[src/rtl/uart_rx_pkg.sv]
package uart_rx_pkg;

  typedef enum logic [2:0] {
    PH_IDLE,
    PH_START,
    PH_DATA,
    PH_PAR,
    PH_STOP
  } rx_phase_e;

  function automatic logic maj3(input logic a, input logic b, input logic c);
    return (a & b) | (a & c) | (b & c);
  endfunction

endpackage

[src/rtl/rx_sync.sv]
module rx_sync #(
  parameter int STAGES = 2
) (
  input  logic clk,
  input  logic rst_n,
  input  logic din,
  output logic dout
);
  logic [STAGES-1:0] chain;

  // reset to the idle level of the line
  always_ff @(posedge clk or negedge rst_n) begin
    if (!rst_n) chain <= '1;
    else        chain <= {chain[STAGES-2:0], din};
  end

  assign dout = chain[STAGES-1];
endmodule

[src/rtl/rx_sample_ctr.sv]
module rx_sample_ctr #(
  parameter int OSR_NORM = 16,
  parameter int OSR_FAST = 8,
  localparam int CW = $clog2(OSR_NORM + 1)
) (
  input  logic          clk,
  input  logic          rst_n,
  input  logic          load,     // this tick is sample 1 of a start bit
  input  logic          run,
  input  logic          tick,
  input  logic          dbl,
  output logic [CW-1:0] num       // number of the sample taken at this tick
);
  logic [CW-1:0] cnt;
  logic [CW-1:0] lim;

  assign lim = dbl ? CW'(OSR_FAST) : CW'(OSR_NORM);
  assign num = (cnt >= lim) ? CW'(1) : cnt + CW'(1);

  always_ff @(posedge clk or negedge rst_n) begin
    if (!rst_n)    cnt <= '0;
    else if (load) cnt <= CW'(1);
    else if (!run) cnt <= '0;
    else if (tick) cnt <= num;
  end

  // the count never exceeds one bit time
  a_r4_cnt_bounded: assert property (@(posedge clk) disable iff (!rst_n)
    cnt <= CW'(OSR_NORM));
endmodule

[src/rtl/rx_vote.sv]
module rx_vote #(
  parameter int OSR_NORM = 16,
  parameter int OSR_FAST = 8,
  localparam int CW = $clog2(OSR_NORM + 1)
) (
  input  logic          clk,
  input  logic          rst_n,
  input  logic          tick,
  input  logic          dbl,
  input  logic [CW-1:0] num,
  input  logic          sample,
  output logic          decide,
  output logic          bit_val
);
  import uart_rx_pkg::*;

  localparam logic [CW-1:0] LO_NORM = CW'(OSR_NORM / 2);
  localparam logic [CW-1:0] LO_FAST = CW'(OSR_FAST / 2);

  logic [CW-1:0] lo;
  logic          s_first, s_second;

  assign lo      = dbl ? LO_FAST : LO_NORM;
  assign decide  = tick && (num == lo + CW'(2));
  assign bit_val = maj3(s_first, s_second, sample);

  always_ff @(posedge clk or negedge rst_n) begin
    if (!rst_n) begin
      s_first  <= 1'b1;
      s_second <= 1'b1;
    end else if (tick) begin
      if (num == lo)          s_first  <= sample;
      if (num == lo + CW'(1)) s_second <= sample;
    end
  end

  // a decision only happens inside a bit, never on sample 1
  a_r4_decide_mid: assert property (@(posedge clk) disable iff (!rst_n)
    decide |-> (num > CW'(2)));
endmodule

[src/rtl/rx_shifter.sv]
module rx_shifter #(
  parameter int W = 9,
  localparam int IW = $clog2(W + 1)
) (
  input  logic          clk,
  input  logic          rst_n,
  input  logic          clear,
  input  logic          wr,
  input  logic [IW-1:0] idx,
  input  logic          din,
  output logic [W-1:0]  word
);
  for (genvar i = 0; i < W; i++) begin : g_bit
    always_ff @(posedge clk or negedge rst_n) begin
      if (!rst_n)                      word[i] <= 1'b0;
      else if (clear)                  word[i] <= 1'b0;
      else if (wr && idx == IW'(i))    word[i] <= din;
    end
  end
endmodule

[src/rtl/uart_rx_recover.sv]
module uart_rx_recover #(
  parameter int MAX_BITS    = 9,
  parameter int OSR_NORM    = 16,
  parameter int OSR_FAST    = 8,
  parameter int SYNC_STAGES = 2,
  localparam int LEN_W = $clog2(MAX_BITS + 1),
  localparam int CW    = $clog2(OSR_NORM + 1)
) (
  input  logic                clk,
  input  logic                rst_n,
  input  logic                rx_en,
  input  logic                dbl_speed,
  input  logic [LEN_W-1:0]    cfg_len,
  input  logic                cfg_par,
  input  logic                s_tick,
  input  logic                rxd,
  output logic                rx_valid,
  output logic [MAX_BITS-1:0] rx_word,
  output logic                rx_par,
  output logic                rx_ferr
);
  import uart_rx_pkg::*;

  rx_phase_e         phase;
  logic              rxs;
  logic              prev_hi;
  logic [LEN_W-1:0]  didx;
  logic [LEN_W-1:0]  len_eff;
  logic              par_bit;
  logic [CW-1:0]     num;
  logic              decide, bit_val;
  logic              start_hit;
  logic [MAX_BITS-1:0] word;

  // data length clamped into 1..MAX_BITS
  assign len_eff = (cfg_len == '0) ? LEN_W'(1) :
                   (cfg_len > LEN_W'(MAX_BITS)) ? LEN_W'(MAX_BITS) : cfg_len;

  assign start_hit = rx_en && (phase == PH_IDLE) && s_tick && prev_hi && !rxs;

  rx_sync #(.STAGES(SYNC_STAGES)) u_sync (
    .clk(clk), .rst_n(rst_n), .din(rxd), .dout(rxs)
  );

  rx_sample_ctr #(.OSR_NORM(OSR_NORM), .OSR_FAST(OSR_FAST)) u_ctr (
    .clk(clk), .rst_n(rst_n), .load(start_hit),
    .run(rx_en && phase != PH_IDLE), .tick(s_tick), .dbl(dbl_speed), .num(num)
  );

  rx_vote #(.OSR_NORM(OSR_NORM), .OSR_FAST(OSR_FAST)) u_vote (
    .clk(clk), .rst_n(rst_n), .tick(s_tick), .dbl(dbl_speed), .num(num),
    .sample(rxs), .decide(decide), .bit_val(bit_val)
  );

  rx_shifter #(.W(MAX_BITS)) u_shift (
    .clk(clk), .rst_n(rst_n), .clear(start_hit || !rx_en),
    .wr(decide && phase == PH_DATA), .idx(didx), .din(bit_val), .word(word)
  );

  always_ff @(posedge clk or negedge rst_n) begin
    if (!rst_n) begin
      phase    <= PH_IDLE;
      prev_hi  <= 1'b0;
      didx     <= '0;
      par_bit  <= 1'b0;
      rx_valid <= 1'b0;
      rx_word  <= '0;
      rx_par   <= 1'b0;
      rx_ferr  <= 1'b0;
    end else begin
      rx_valid <= 1'b0;
      if (!rx_en) begin
        phase   <= PH_IDLE;
        prev_hi <= 1'b0;
        didx    <= '0;
        par_bit <= 1'b0;
      end else begin
        unique case (phase)
          PH_IDLE: begin
            if (s_tick) begin
              prev_hi <= rxs;
              if (prev_hi && !rxs) begin
                phase   <= PH_START;
                didx    <= '0;
                par_bit <= 1'b0;
              end
            end
          end
          PH_START: begin
            if (decide) begin
              if (!bit_val) phase <= PH_DATA;
              else begin
                phase   <= PH_IDLE;
                prev_hi <= rxs;
              end
            end
          end
          PH_DATA: begin
            if (decide) begin
              if (didx == len_eff - LEN_W'(1))
                phase <= cfg_par ? PH_PAR : PH_STOP;
              else
                didx <= didx + LEN_W'(1);
            end
          end
          PH_PAR: begin
            if (decide) begin
              par_bit <= bit_val;
              phase   <= PH_STOP;
            end
          end
          PH_STOP: begin
            if (decide) begin
              rx_valid <= 1'b1;
              rx_word  <= word;
              rx_par   <= cfg_par & par_bit;
              rx_ferr  <= !bit_val;
              phase    <= PH_IDLE;
              prev_hi  <= rxs;
            end
          end
          default: phase <= PH_IDLE;
        endcase
      end
    end
  end

  // the strobe lasts one cycle
  a_r8_strobe_single: assert property (@(posedge clk) disable iff (!rst_n)
    rx_valid |=> !rx_valid);

  // the strobe follows a tick
  a_r8_strobe_after_tick: assert property (@(posedge clk) disable iff (!rst_n)
    rx_valid |-> $past(s_tick));

  // disable parks the receiver with no strobe
  a_r10_disable_idles: assert property (@(posedge clk) disable iff (!rst_n)
    !rx_en |=> (phase == PH_IDLE && !rx_valid));

  // parity output is 0 when no parity bit is configured
  a_r6_parity_off: assert property (@(posedge clk) disable iff (!rst_n)
    (rx_valid && !cfg_par) |-> !rx_par);

  // bits above the frame length read as zero
  a_r5_upper_clear: assert property (@(posedge clk) disable iff (!rst_n)
    rx_valid |-> ((rx_word >> len_eff) == '0));

  // a frame starts only from a low sample on a tick
  a_r2_start_on_low: assert property (@(posedge clk) disable iff (!rst_n)
    (phase == PH_START && $past(phase == PH_IDLE)) |-> $past(s_tick && !rxs));
endmodule

[config.mk]
export PLATFORM = sky130hd
export DESIGN_NAME = uart_rx_recover
export DESIGN_NICKNAME = d
export VERILOG_FILES = /design/src/rtl/uart_rx_pkg.sv /design/src/rtl/rx_sync.sv /design/src/rtl/rx_sample_ctr.sv /design/src/rtl/rx_vote.sv /design/src/rtl/rx_shifter.sv /design/src/rtl/uart_rx_recover.sv
export SDC_FILE = /design/constraint.sdc
export NUM_CORES = 1
export LEC_CHECK = 0
export ABC_AREA = 0
export BUFFER_PORTS_ARGS = -buffer_cell sky130_fd_sc_hd__buf_2
export CORE_MARGIN = 1
export CORE_UTILIZATION = 59
export CTS_CLUSTER_SIZE = 28
export DETAILED_ROUTE_END_ITERATION = 12
export PLACE_DENSITY = 0.86
export SLEW_MARGIN = 10
export SYNTH_ARGS = -nofsm -noshare
export SYNTH_HDL_FRONTEND = slang
export SYNTH_HIERARCHICAL = 1
export SYNTH_SLANG_ARGS = --single-unit
[constraint.sdc]
create_clock -name clk -period 4 [get_ports clk]
set_clock_uncertainty 0.15 [all_clocks]
set_input_delay 0 -clock clk [delete_from_list [all_inputs] [get_ports clk]]
set_output_delay 0 -clock clk [all_outputs]
set_load 0.005 [all_outputs]
# Word level (Yosys, flattened, before mapping)
# Cells that the tools add are included.
[totals]
out_inout_bits = 12
elab_cells = 161
inputBits = 11
register_bits = 39
[op_classes]
eq_ne = 29
mux = 57
bitwise = 6
n_reduce_logical = 41
n_addsub = 5
magnitude_cmp = 2
[ops]
columns = ["operator", "n"]
rows = [
  ["$mux W4", 8],
  ["$mux W1", 30],
  ["$mux W3", 9],
  ["$mux W5", 5],
  ["$ne A3 B3 Y1 const B", 8],
  ["$reduce_bool A2 Y1", 9],
  ["$logic_and A1 B1 Y1", 17],
  ["$eq A4 B3 Y1 const B", 4],
  ["$eq A5 B5 Y1", 3],
  ["$pmux W3 S5", 1],
  ["$add A5 B1 Y5 const B", 2],
  ["$reduce_and A5 Y1", 2],
  ["$eq A4 B2 Y1 const B", 2],
  ["$logic_not A4 Y1", 2],
  ["$pmux W4 S2", 1],
  ["$reduce_and A7 Y1", 1],
  ["$eq A3 B2 Y1 const B", 2],
  ["$ne A3 B1 Y1 const B", 2],
  ["$ne A3 B2 Y1 const B", 2],
  ["$add A5 B2 Y5 const B", 1],
  ["$ge A5 B5 Y1", 1],
  ["$add A4 B1 Y4 const B", 1],
  ["$and A1 B1 Y1", 4],
  ["$eq A4 B1 Y1 const B", 1],
  ["18 further kinds", 22],
]

# Longest topological paths before layout
[depth]
ltp_word = 9
mapped_depth = 13

# Cells and area by module
# Netlist, hierarchy kept.
[by_module_without_submodules]
columns = ["mod", "cells_each", "instances", "seq_area_each_um2", "area_each_um2"]
rows = [
  ["uart_rx_recover", 141, 1, 525.5, 1266.2],
  ["rx_shifter", 43, 1, 225.2, 462.9],
  ["rx_sample_ctr", 50, 1, 125.1, 426.7],
  ["rx_vote", 13, 1, 52.6, 173.9],
  ["rx_sync", 2, 1, 52.6, 52.6],
]

# Least setup slack after synthesis
# OpenSTA, ideal clock, no wires.
[synth_path]
path_kind = "register to register"
startpoint = "reg u_ctr.cnt[3]"
endpoint = "reg u_shift.word[3]"
required_time_ps = 3725
path_stages_with_launch = 14
setup_ps = 125
path_buffers = 1
slack_ps = 952
synth_period_minus_slack_ps = 3048
t_arrival_ps = 2774
path_cell_list = "dfrtp_1 inv_1 ha_1 and4b_1 nor3_2 buf_6 and2_1 and4bb_2 o21a_1 nand2_1 nor3_1 nor3b_2 nand3_1 mux2i_1"
[synth_via]
elab_chain_len = 7
word_cells_on_any_way = 8
classes_between = "add/sub: 1; order compare: 1; eq/ne: 1; mux: 1; reduce/logical: 4"
[synth_lines]
columns = ["element", "line_no", "text"]
rows = [
  ["from (decl)", "rx_sample_ctr.sv:14", "logic [CW-1:0] cnt;"],
  ["from (signal assigned)", "rx_sample_ctr.sv:24", "else if (tick) cnt <= num;"],
  ["$ge A5 B5 Y1", "rx_sample_ctr.sv:18", "assign num = (cnt >= lim) ? CW'(1) : cnt + CW'(1);"],
  ["$mux W5", "rx_sample_ctr.sv:18", ""],
  ["named net num[1]", "uart_rx_recover.sv:30", "logic [CW-1:0] num;"],
  ["$eq A5 B5 Y1", "rx_vote.sv:24", "assign decide = tick && (num == lo + CW'(2));"],
  ["$logic_and A1 B1 Y1", "rx_vote.sv:24", ""],
  ["named net decide", "uart_rx_recover.sv:31", "logic decide, bit_val;"],
  ["$logic_and A1 B1 Y1", "uart_rx_recover.sv:57", ".wr(decide && phase == PH_DATA), .idx(didx), .din(bit_val), .word(word)"],
  ["$logic_and A1 B1 Y1", "rx_shifter.sv:17", "else if (wr && idx == IW'(i)) word[i] <= din;"],
  ["$reduce_bool A2 Y1 (no source line)", "--", ""],
  ["to (signal, indexed assignment)", "rx_shifter.sv:17", ""],
  ["to (decl)", "rx_shifter.sv:11", "output logic [W-1:0] word"],
]
# The timed path passes the listed nets, and every way through them passes these cells.
# A chain may end at the register's enable or synchronous reset.

# Worst setup path in the final report
# Same ends and word-level chain as after synthesis.

==> impl_metrics.json <==
{
  "design_area_sq_um": 2670,
  "portBuffers": 22,
  "synth_cells": 249,
  "hold_end": "didx[3]",
  "dieArea_sq_um": 4300,
  "yosysWarnings": 6,
  "synth.distinct_cells": 60,
  "grt_max_degree": 40,
  "fin_crit_sh_pct": 88.5,
  "cts.sinks": 39,
  "coreArea_sq_um": 3770,
  "syn_area_per_cell_sq_um": 9.57,
  "fmax_mhz": 283,
  "final_util_pct": 70.7,
  "holdPathStages": 4,
  "grt_pass1_wl_microns": 8180,
  "antenna_found_initial": 0,
  "seqPwrFrac_pct": 49.7,
  "overflow": 0,
  "p_sw_share_pct": 33.1,
  "cp.arrival_ns": 3.56,
  "worstPathRequired_ns": 4.02,
  "layout_commonest_cell": "nand2_1",
  "ant_nets": 0,
  "fin_setup_tns_ns": 0,
  "grt_pass1_vias": 1759,
  "layout_common_cells": "45 x nand2_1, 35 x dfrtp_1, 22 x buf_2",
  "die_h_microns": 65.5,
  "crit_type": "register to register",
  "synth_edf_count": 0,
  "cts_buffers": 5,
  "fillers": 293,
  "intPower_uw": 633,
  "period_needed_ns": 3.54,
  "clk_pin_slew_ns": 0.08,
  "r2r_end": "u_shift/word[3]",
  "cp-start-kind": "register",
  "drv_cap": 0,
  "cts_tree": "built",
  "drt_pass1_iterations": 4,
  "drive_gt1_share_pct": 20.5,
  "drtIter0Drc": 80,
  "combinationalPowerShare_pct": 21.9,
  "power_leakage_uw": 0.00127,
  "wl_microns": 4830,
  "slew_viol_final": 0,
  "rr_worst_depth": 12,
  "p_per_area_nw_per_um2": 355,
  "yosysTopAreaCellShare_pct": 36.8,
  "track_usage_pct": 25.6,
  "yosysTopAreaCell": "dfrtp_1",
  "status": "finished clean",
  "ir_worst_vdd_mv": 0.244,
  "root_buffer": "clkbuf_8",
  "drcViolationCount": 0,
  "ys_ff_latch": 39,
  "cts.htree.levels": 2,
  "syn_to_final_growth_pct": 11.9,
  "nets": 294,
  "vias": 1851,
  "cp_max_fo": 8,
  "synthFlopType": "dfrtp_1",
  "setup_viol": 0,
  "start_util_pct": 63.2,
  "clk_latency_ns": 0.30,
  "hpwl_microns": 3350,
  "row_count": 22,
  "syn_area_sq_um": 2380,
  "reg2reg_from": "u_ctr/cnt[3]",
  "switching_power_uw": 313,
  "antennaDiodeCount": 0,
  "ys_seq_area_share_pct": 41.2,
  "power_frac_clock_pct": 28.4,
  "io_pins": 23,
  "synthTopCellsByArea": "dfrtp_1 37%, nand2_1 7.1%, nand2b_1 5.0%",
  "rsz0062_at_grt": "no",
  "clockBufferDepth": 2,
  "die_width_microns": 65.5,
  "reg2reg_setup_slack_ns": 0.46,
  "vias_per_cell": 5.68,
  "relSlewSlack_pct": 29.9,
  "hold_viol": 0,
  "critPathCaptureType": "register",
  "wl_per_cell_microns": 14.8,
  "postSynth.asyncResetShare_pct": 100,
  "placed_cell_area_sq_um": 2530,
  "worstMarginPinSlew_ns": 1.04,
  "place_congestion": 0.849,
  "hp-start": "cfg_len[0]",
  "synth_nets": 266,
  "whs_ns": 0.0288,
  "hold_class": "input port to register"
}
-- repair_timing --
item	in CTS	in global routing
hold endpoints to repair	43	0
endpoints found under the setup margin	0	0
gates resized for setup	0	0
hold buffers	5	0
buffers inserted	0	0
-- routing by layer --
| metal | routed length, microns | vias to the layer above | GRT usage (%) | part of all wire (%) |
|---|---|---|---|---|
| li1 | - | 927 | - | - |
| met1 | 2240 | 882 | 31.9 | 46 |
| met2 | 2390 | 33 | 43.7 | 50 |
| met3 | 126 | 9 | 5.73 | 2.6 |
| met4 | 67 | 0 | 8.15 | 1.4 |
| met5 | 0 | - | 0 | 0 |
-- per-stage QoR --
step	power (uW)	setup WS (ns)	instances
floorplan	625	0.952	249
global placement	670	0.767	313
detailed placement	677	0.523	313
CTS	946	0.481	326
global route	995	0.226	326
finish	946	0.460	326
-- critical path, stage by stage (launching register included) --
cell,delay [ns]
dfrtp_1,0.43
inv_1,0.06
ha_1,0.27
and4b_1,0.19
nor3_2,0.28
o21a_1,0.23
and3b_1,0.22
o21a_1,0.26
nand2_1,0.14
nor3_1,0.51
nor3b_2,0.39
nand3_1,0.13
mux2i_1,0.14
-- state kept, by name (all words and copies together) (netlist names), 2 cells and up --
register,cells
didx,4
phase,3
rx_word,9
u_ctr/cnt,5
u_shift/word,9
u_sync/chain,2
-- cells by family (layout without fill, tap and decap cells) --
kind of cell | after synthesis | in the layout | synth area share, %
AOI/OAI and AO/OA | 41 | 41 | 12.7
xor gates and xnor gates | 3 | 3 | 2.68
adders and majority gates | 7 | 7 | 3.57
buffers and inverters | 20 | 49 | 3.62
DFF | 39 | 39 | 41.2
muxes | 15 | 15 | 6.72
and+or+nand+nor | 124 | 124 | 29.6
-- how the worst max path moves through the flow --
stage / from / endpoint / depth (start not counted)
after floorplan: u_ctr/cnt[3] / u_shift/word[3] / 13
after global placement: u_ctr/cnt[3] / prev_hi / 13
after detailed placement: u_ctr/cnt[3] / u_shift/word[3] / 12
after CTS: u_ctr/cnt[3] / u_shift/word[3] / 12
after global routing: u_ctr/cnt[3] / u_shift/word[3] / 12
final: u_ctr/cnt[3] / u_shift/word[3] / 12
-- synthesized netlist by cell type (3+ instances only) --
library cell and count:
and2_1 3, and3_1 4, nand2b_1 19, nor2_1 11, dfrtp_1 35, buf_2 3, o21ai_1 8, o21ai_0 6
nand3_1 8, nor3_1 4, clkbuf_1 4, ha_1 6, dfstp_2 4, inv_1 10, a21oi_1 4, mux2i_1 10
o21a_1 5, o22ai_1 3, nand2_1 45, nor2b_1 5, mux2_1 4
-- power groups by stage --
| stage | registers [uW] | logic (uW) | clock network (uW) |
|---|---|---|---|
| floorplan | 446 | 180 | 0 |
| global placement | 475 | 195 | 0 |
| detailed placement | 476 | 201 | 0 |
| CTS | 468 | 207 | 271 |
| global route | 475 | 234 | 285 |
| finish | 470 | 207 | 269 |
-- final cells by class --
type	count	area [sq um]	share of cell area, %
clock buffer	5	68.8	2.58
sequential	39	981	36.8
timing repair buffer	29	175	6.57
clock inverter	3	20.0	0.751
inverter	12	45.0	1.69
tap	48	60.1	2.25
multi-input combinational	190	1320	49.3
Note: power is estimated with default switching activity, not from simulation.
